## config.mk

```make
export PLATFORM = sky130hd
export DESIGN_NAME = ssq_sequencer
export DESIGN_NICKNAME = d
export VERILOG_FILES = /design/src/rtl/ssq_pkg.sv /design/src/rtl/ssq_field_decode.sv /design/src/rtl/ssq_delay_fsm.sv /design/src/rtl/ssq_pin_bank.sv /design/src/rtl/ssq_sequencer.sv
export SDC_FILE = /design/constraint.sdc
export NUM_CORES = 1
export LEC_CHECK = 0
export BUFFER_PORTS_ARGS = -buffer_cell sky130_fd_sc_hd__buf_2
export CAP_MARGIN = 20
export CORE_MARGIN = 2
export CORE_UTILIZATION = 47
export DETAILED_ROUTE_END_ITERATION = 10
export GPL_ROUTABILITY_DRIVEN = 0
export PLACE_DENSITY_LB_ADDON = 0.15
export SLEW_MARGIN = 20
export SYNTH_ARGS = -nofsm -noshare
export SYNTH_HDL_FRONTEND = slang
export SYNTH_SLANG_ARGS = --single-unit
```

## constraint.sdc

```tcl
create_clock -name clk -period 2.3 [get_ports clk]
set_input_delay 0.115 -clock clk [delete_from_list [all_inputs] [get_ports clk]]
set_output_delay 0.115 -clock clk [all_outputs]
set_load 0.01 [all_outputs]
```

## src/rtl/ssq_pkg.sv

```systemverilog
package ssq_pkg;
    localparam int SSQ_FIELD_W = 5;
    localparam int SSQ_MAX_SS  = 2;

    typedef enum logic {
        ST_RUN  = 1'b0,
        ST_HOLD = 1'b1
    } ssq_state_t;
endpackage

```

## src/rtl/ssq_field_decode.sv

```systemverilog
module ssq_field_decode #(
    parameter int FIELD_W = ssq_pkg::SSQ_FIELD_W,
    parameter int MAX_SS  = ssq_pkg::SSQ_MAX_SS,
    localparam int CW     = $clog2(MAX_SS + 1)
) (
    input  logic [FIELD_W-1:0] field,
    input  logic [CW-1:0]      ss_cfg,
    input  logic               opt_en,
    output logic               apply,
    output logic [MAX_SS-1:0]  side_val,
    output logic [MAX_SS-1:0]  side_mask,
    output logic [FIELD_W-1:0] delay
);
    localparam int UW = $clog2(FIELD_W + 1);

    logic [UW-1:0]      ss_eff;
    logic [UW-1:0]      used;
    logic [UW-1:0]      dly_bits;
    logic [FIELD_W-1:0] upper;

    always_comb begin
        if (UW'(ss_cfg) > UW'(MAX_SS)) ss_eff = UW'(MAX_SS);
        else                           ss_eff = UW'(ss_cfg);
        used     = ss_eff + UW'(opt_en);
        dly_bits = UW'(FIELD_W) - used;
        upper    = field >> dly_bits;
    end

    always_comb begin
        for (int i = 0; i < FIELD_W; i++) begin
            delay[i] = (i < int'(dly_bits)) ? field[i] : 1'b0;
        end
        for (int j = 0; j < MAX_SS; j++) begin
            side_mask[j] = (j < int'(ss_eff));
            side_val[j]  = side_mask[j] ? upper[j] : 1'b0;
        end
        apply = (ss_eff != '0) && (!opt_en || field[FIELD_W-1]);
    end
endmodule

```

## src/rtl/ssq_delay_fsm.sv

```systemverilog
module ssq_delay_fsm #(
    parameter int FIELD_W = ssq_pkg::SSQ_FIELD_W
) (
    input  logic               clk,
    input  logic               rst_n,
    input  logic               accept,
    input  logic [FIELD_W-1:0] load_val,
    output logic               stall,
    output logic [FIELD_W-1:0] count
);
    import ssq_pkg::*;

    ssq_state_t         state_q, state_d;
    logic [FIELD_W-1:0] count_d;

    always_comb begin
        state_d = state_q;
        count_d = count;
        unique case (state_q)
            ST_RUN: begin
                if (accept && load_val != '0) begin
                    state_d = ST_HOLD;
                    count_d = load_val;
                end
            end
            ST_HOLD: begin
                count_d = count - FIELD_W'(1);
                if (count == FIELD_W'(1)) state_d = ST_RUN;
            end
            default: state_d = ST_RUN;
        endcase
    end

    always_ff @(posedge clk) begin
        if (!rst_n) begin
            state_q <= ST_RUN;
            count   <= '0;
        end else begin
            state_q <= state_d;
            count   <= count_d;
        end
    end

    always_comb begin
        stall = (state_q == ST_HOLD);
    end
endmodule

```

## src/rtl/ssq_pin_bank.sv

```systemverilog
module ssq_pin_bank #(
    parameter int MAX_SS = ssq_pkg::SSQ_MAX_SS
) (
    input  logic              clk,
    input  logic              rst_n,
    input  logic              accept,
    input  logic              apply,
    input  logic [MAX_SS-1:0] side_val,
    input  logic [MAX_SS-1:0] side_mask,
    output logic [MAX_SS-1:0] pins,
    output logic              pin_we
);
    for (genvar g = 0; g < MAX_SS; g++) begin : g_pin
        always_ff @(posedge clk) begin
            if (!rst_n)                             pins[g] <= 1'b0;
            else if (accept && apply && side_mask[g]) pins[g] <= side_val[g];
        end
    end

    always_ff @(posedge clk) begin
        if (!rst_n) pin_we <= 1'b0;
        else        pin_we <= accept && apply;
    end
endmodule

```

## src/rtl/ssq_sequencer.sv

```systemverilog
module ssq_sequencer #(
    parameter int INSTR_W   = 16,
    parameter int FIELD_LSB = 8,
    parameter int FIELD_W   = ssq_pkg::SSQ_FIELD_W,
    parameter int MAX_SS    = ssq_pkg::SSQ_MAX_SS,
    localparam int CW       = $clog2(MAX_SS + 1)
) (
    input  logic               clk,
    input  logic               rst_n,
    input  logic [INSTR_W-1:0] instr_word,
    input  logic               instr_issue,
    input  logic [CW-1:0]      side_count,
    input  logic               side_opt,
    output logic [MAX_SS-1:0]  side_pins,
    output logic               side_pin_we,
    output logic               fetch_stall
);
    logic [FIELD_W-1:0] field;
    logic               accept;
    logic               dec_apply;
    logic [MAX_SS-1:0]  dec_side;
    logic [MAX_SS-1:0]  dec_mask;
    logic [FIELD_W-1:0] dec_delay;
    logic [FIELD_W-1:0] hold_cnt;

    always_comb begin
        field  = instr_word[FIELD_LSB +: FIELD_W];
        accept = instr_issue && !fetch_stall;
    end

    ssq_field_decode #(.FIELD_W(FIELD_W), .MAX_SS(MAX_SS)) u_dec (
        .field    (field),
        .ss_cfg   (side_count),
        .opt_en   (side_opt),
        .apply    (dec_apply),
        .side_val (dec_side),
        .side_mask(dec_mask),
        .delay    (dec_delay)
    );

    ssq_delay_fsm #(.FIELD_W(FIELD_W)) u_fsm (
        .clk     (clk),
        .rst_n   (rst_n),
        .accept  (accept),
        .load_val(dec_delay),
        .stall   (fetch_stall),
        .count   (hold_cnt)
    );

    ssq_pin_bank #(.MAX_SS(MAX_SS)) u_pins (
        .clk      (clk),
        .rst_n    (rst_n),
        .accept   (accept),
        .apply    (dec_apply),
        .side_val (dec_side),
        .side_mask(dec_mask),
        .pins     (side_pins),
        .pin_we   (side_pin_we)
    );
endmodule

```

==> impl_metrics.yaml, run 1 <==
final_layout:
  design_area_um2: 799.5
  diodes: 0
  area_delta_synth_final_pct: 14.31
  nets: 124
  final_layout_size_suffix_gt1_share_pct: 21.88
  final_core_util_pct: 59.22
setup_path:
  timing.critical_path.required_ps: 2480
  worstPathCellList: "buf_2, nor2b_1, ha_1, inv_1, ha_1, nand2_1, a222oi_1, buf_4, a21oi_1, nor4_1"
  slowest_stage: "a222oi_1"
  end_kind: "register"
  crit_arrival_ps: 2050
  crit_top_cell: "ha_1"
  worst_setup_path_start_kind: "input port"
  crit_type: "input port to register"
  cp_max_fo: 5
  cp_top_family: "compound AO/OA/AOI/OAI gates"
  path_buf_inv: 3
  cpPeakStageDelay_ps: 490
power_and_ir_drop:
  pwr_density_cell_nw_per_um2: 577.4
  switching_share_pct: 33.21
  leakagePower_nw: 0.3384
  clockPowerShare_pct: 26.4
  p_comb_share_pct: 32.2
  p_sw_mw: 0.1533
  seq_power_share_pct: 41.4
  p_int_mw: 0.3083
  ir_drop_uv: 338.6
clocking:
  clock_sinks: 9
  cts_setup_buffers: 0
  clk_pin_slew_ps: 70
  insertion_delay_ps: 260
  cts_tree: "built"
  cts_buffers: 3
  postCtsHoldBufs: 0
  cts_root_buf: "clkbuf_4"
  cts_buffer_depth: 2
  htreeDepth: 1
  cts_resized: 0
routing:
  drc_errors: 0
  num_vias: 695
  initialDrtViolationCount: 23
  drt_first_pass_iters: 4
  vias_per_cell: 6.261
  finalWirelength_um: 1668
  wl_per_cell_um: 15.03
  drt.antenna.violating_nets: 0
synthesis:
  synthMuxAreaShare_pct: 8.945
  yosys.area_share.simple_pct: 21.82
  synth_ff_type: "dfxtp_1"
  synth_edf_count: 0
  ys_async_sr_fraction_pct: 0
  synth_compound_area_share_pct: 25.22
  netlist_instances: 81
  synth-xor-area-share_pct: 1.252
  yosysSeqAreaShare_pct: 25.76
  synth-seq-cells: 9
  syn_avg_cell_area_um2: 8.635
  synthAdderAreaFrac_pct: 8.945
  synth_area_um2: 699.4
  synth_warnings: 0
  yosysUniqueCellTypes: 36
  syn-num-nets: 108
  synth_top_family_by_area: "compound AO/OA/AOI/OAI gates"
floorplan:
  fp.dieH_um: 42.58
  die_area_um2: 1813
  fp-row-count: 13
  ios: 26
  start_util_pct: 51.81
  die_w_um: 42.58
  placeableCoreArea_um2: 1350
grt:
  grt_antenna_before_repair: 0
  track_usage_pct: 20.92
  grt_max_degree: 14
  grt_overflow: 0
  grt_pass1_wl_um: 2904
  grt_pass1_vias: 678
timing:
  fin_crit_sh_pct: 81.68
  maxSlewViolCount: 0
  holdWs_ps: 149.2
  timing.final.hold_violations: 0
  worst_pin_slew_ps: 499.7
  tns_ps: 0
  rsz0062_at_grt: "false"
  setup_slack_ps: 421.4
  min_period_ps: 1879
  relSlewSlack_pct: 66.69
  fmax_mhz: 532.3
  finClkSkew_ps: 14.44
  setup_viol: 0
placed_design:
  port_buffers: 14
  dpl_cell_area_um2: 773.2
  dp_hpwl_um: 1244
  place_ws_ps: 183.8
worst_hold_path:
  hp-class: "input port to register"
run:
  max_cap_violations: 0
outcome:
  status: "completed"
## placed cells by master (no fill, tap or decap), types with 2 or more instances in the layout
cell type and n:
a21boi_0 2, buf_2 14, nand2_1 4, a31oi_1 4, nand4_1 3, o21ai_0 2, mux4_1 2, nor3_1 2
o211ai_1 3, dfxtp_1 9, inv_1 9, nor2b_1 5, nand3_1 2, ha_1 5, clkbuf_4 3, nor2_1 3
a21oi_1 3
## power groups by stage
stage | clock network [mW] | registers, mW | logic [mW]
CTS | 0.126 | 0.191 | 0.148
global route | 0.135 | 0.194 | 0.165
floorplan | 0 | 0.189 | 0.110
finish | 0.122 | 0.191 | 0.149
detailed placement | 0 | 0.194 | 0.145
global placement | 0 | 0.194 | 0.143
## registers in the layout, summed over array words and instances, names as in the netlist
signal / count
u_pins.pins: 2
u_fsm.stall: 1
u_pins.pin_we: 1
u_fsm.count: 5
## per-layer routing
layer	global-route usage (%)	vias up	wire [um]
met5	0	-	0
met4	5.625	0	11
met3	5.172	2	92
met2	36.62	20	822
met1	25.20	336	741
li1	-	337	-
## worst paths after layout
kind	start	to	slack, ps	cells past startpoint
max	side_count[1]	u_fsm.count[4]$_SDFFE_PN0P_	420	10
max reg2reg	u_fsm.count[0]$_SDFFE_PN0P_	u_fsm.count[1]$_SDFFE_PN0P_	920	4
min	rst_n	u_fsm.stall$_SDFF_PN0_	150	2
min reg2reg	u_pins.pins[1]$_SDFFE_PN0P_	u_pins.pins[1]$_SDFFE_PN0P_	510	2
## stage by stage
step	power [mW]	std cells
after floorplan	0.2983	81
after global placement	0.3362	107
after detailed placement	0.3394	107
after CTS	0.4654	111
after global routing	0.4936	111
final	0.4616	111
## final cells by class
type	count	area, um2
Sequential cell	9	180.2
Clock buffer	4	26.28
Tap cell	15	18.77
Multi-Input combinational cell	59	462.9
Inverter	9	33.78
Fill cell	137	550.5
Timing Repair Buffer	15	77.57
## cell usage after synthesis, types with 2 or more instances
cell type | n | area, um2
a21boi_0 | 2 | 15.01
a21oi_1 | 3 | 15.01
a31oi_1 | 4 | 25.02
clkbuf_1 | 3 | 11.26
dfxtp_1 | 9 | 180.2
ha_1 | 5 | 62.56
inv_1 | 9 | 33.78
mux4_1 | 2 | 52.55
nand2_1 | 4 | 15.01
nand3_1 | 2 | 10.01
nand4_1 | 3 | 18.77
nor2_1 | 3 | 11.26
nor2b_1 | 5 | 31.28
nor3_1 | 2 | 10.01
o211ai_1 | 3 | 22.52
o21ai_0 | 2 | 10.01
## cells by family (layout without fill, tap and decap cells)
family,after synthesis,in the layout
simple gates,27,27
compound gates,23,23
mux,3,3
fa+ha+maj,5,5
xor+xnor,1,1
buf+inv,13,28
flops,9,9
(Power assumes the default switching activity.)
==> run 2, diff against run 1 <==
Settings changed: ABC_AREA set to 1, CORE_UTILIZATION 47 to 42.
Clock period 2.3 ns to 1.6 ns, I/O delays scaled along.
==> run 2 against run 1 <==
Effect of this change: sequential share of layout area is 0.98 points lower; design area increased by 4.5%; worst hold slack got worse by 38 ps; clock skew down 13 ps; synthesized cell count rose by 46%; final cell count up 38%; area after synthesis grew 0.36%; core utilization down 5.0 points; first-iteration DRC count is 48% lower; wire length decreased by 10%; sequential power rose by 43%; largest cell class unchanged; largest power group unchanged.
==> impl_metrics.yaml, run 2 <==
outcome:
  status: "completed"
power_and_ir_drop:
  seq_power_share_pct: 38.5
  pwr_density_cell_nw_per_um2: 849.1
  p_int_mw: 0.4459
  leakagePower_nw: 0.4540
  p_comb_share_pct: 35.9
  switching_share_pct: 37.16
  clockPowerShare_pct: 25.6
  ir_drop_uv: 659.2
  p_sw_mw: 0.2638
  totalPowerFinal_mw: 0.7097
placed_design:
  port_buffers: 14
  dp_hpwl_um: 1197
  dpl.cell_count: 149
setup_path:
  worst_setup_path_start_kind: "input port"
  cp_max_fo: 8
  timing.critical_path.required_ps: 1760
  crit_type: "input port to register"
  end_kind: "register"
  crit_arrival_ps: 1520
final_layout:
  area_delta_synth_final_pct: 19.07
  final_cells: 153
  largest_reg_flops: 5
  biggestRegsByFlops: "u_fsm.count (5), u_pins.pins (2)"
  nets: 165
  final_common_cell: "nand2_1"
  final_layout_size_suffix_gt1_share_pct: 24.82
  top_register: "u_fsm.count"
  fillers: 166
  final_cell_mix: "nand2_1, nor2_1, buf_2"
  diodes: 0
  multi_input_area_um2: 436.7
  ff_latch_area_um2: 180.2
floorplan:
  start_util_pct: 45.54
  fp.dieH_um: 44.88
  placeableCoreArea_um2: 1541
  ios: 26
  die_w_um: 44.88
  die_area_um2: 2014
  fp-row-count: 14
synthesis:
  yosysSeqAreaShare_pct: 25.67
  synth_top_area_share_pct: 25.67
  synth_top_family_by_area: "simple AND/OR/NAND/NOR gates"
  synthMostInstantiatedCell: "nand2_1"
  yosys.area_share.simple_pct: 39.93
  synth_edf_count: 0
  ys_async_sr_fraction_pct: 0
  synth-xor-area-share_pct: 0
  synth_warnings: 0
  syn-num-nets: 145
  synth_compound_area_share_pct: 13.37
  synth_area_um2: 701.9
  synthMuxAreaShare_pct: 0
  syn_avg_cell_area_um2: 5.949
  synth-seq-cells: 9
  yosys-top-cells-area: "dfxtp_1, nand2_1, nor2_1"
  yosysUniqueCellTypes: 19
  synth_ff_type: "dfxtp_1"
  synth_top_area_cell: "dfxtp_1"
  netlist_instances: 118
  netlist_top_cells_count: "nand2_1, nor2_1, inv_1, dfxtp_1, nand3_1"
  synthAdderAreaFrac_pct: 8.913
clocking:
  postCtsHoldBufs: 0
  cts_setup_buffers: 0
  clock_sinks: 9
  htreeDepth: 1
  clk_pin_slew_ps: 70
  cts_buffers: 3
  insertion_delay_ps: 270
  cts_tree: "built"
  cts_buffer_depth: 2
  cts_resized: 0
  cts_root_buf: "clkbuf_4"
grt:
  grt_pass1_vias: 702
  grt_antenna_before_repair: 0
  grt_overflow: 0
  grt_pass1_wl_um: 2725
  track_usage_pct: 18.28
  grt_max_degree: 12
timing:
  fin_crit_sh_pct: 84.39
  tns_ps: 0
  worst_pin_slew_ps: 365.3
  setup_viol: 0
  min_period_ps: 1350
  maxSlewViolCount: 0
  timing.final.hold_violations: 0
  rsz0062_at_grt: "false"
  relSlewSlack_pct: 75.61
  fmax_mhz: 740.6
  finClkSkew_ps: 1.694
worst_hold_path:
  hp-class: "input port to register"
routing:
  vias_per_cell: 4.739
  drc_errors: 0
  drt_first_pass_iters: 4
  initialDrtViolationCount: 12
  drt.antenna.violating_nets: 0
  num_vias: 725
  wl_per_cell_um: 9.791
  finalWirelength_um: 1498
run:
  max_cap_violations: 0
run 2: critical path, stage by stage:
cell	delay, ps
buf_2	90
inv_1	30
nor2_1	90
ha_1	180
inv_1	50
ha_1	280
nand2_1	60
inv_1	40
nor2_1	160
nor2_2	50
nand2_2	70
nand2_4	70
nand2_4	100
nand2_1	60
nand2_1	60
nor2_1	40
run 2: kinds of logic after synthesis:
logic type,after synthesis
AND/OR/NAND/NOR,64
flip-flops,9
AO/OA/AOI/OAI,18
adder cells (fa/ha/maj),5
buffers and inverters,22
run 2: power groups by stage:
stage	clock (mW)	sequential (mW)	combinational, mW
after floorplan	0	0.272	0.190
after global placement	0	0.278	0.249
after detailed placement	0	0.279	0.253
after CTS	0.190	0.274	0.257
after global routing	0.201	0.277	0.298
final	0.182	0.273	0.255
run 2: final cells by class:
class                           instances  area share, %
Tap cell                               16          2.395
Sequential cell                         9          21.56
Multi-Input combinational cell         87          52.25
Inverter                               19          8.533
Clock buffer                            3          2.695
Timing Repair Buffer                   18          11.98
Clock inverter                          1         0.5988
run 2: worst paths after layout:
check	depth (start not counted)	slack, ps	start	to
worst min-delay path	3	110	rst_n	u_fsm.count[4]$_SDFFE_PN0P_
worst max-delay path	16	250	side_count[0]	u_fsm.count[0]$_SDFFE_PN0P_
worst min register to register	2	490	u_fsm.count[1]$_SDFFE_PN0P_	u_fsm.count[1]$_SDFFE_PN0P_
worst max register to register	5	320	u_fsm.stall$_SDFF_PN0_	u_pins.pins[1]$_SDFFE_PN0P_
run 2: stage by stage:
stage	setup slack, ps	hold slack, ps	instance area [um2]	util [%]
2_1_floorplan	179.2	311.3	701.9	-
3_3_place_gp	10.56	390.5	808.3	52.44
3_5_place_dp	-31.20	398.7	808.3	52.44
4_1_cts	245.8	109.1	835.8	54.22
5_1_grt	65.42	125.9	835.8	54.22
6_report	249.8	111.1	835.8	54.22
run 2: routing by layer:
layer	part of all wire [%]	up-vias	global-route usage, %
met4	0.40	0	3.529
met1	49	306	22.00
met5	0	-	0
met3	4.2	2	7.600
met2	47	10	30.72
li1	-	407	-
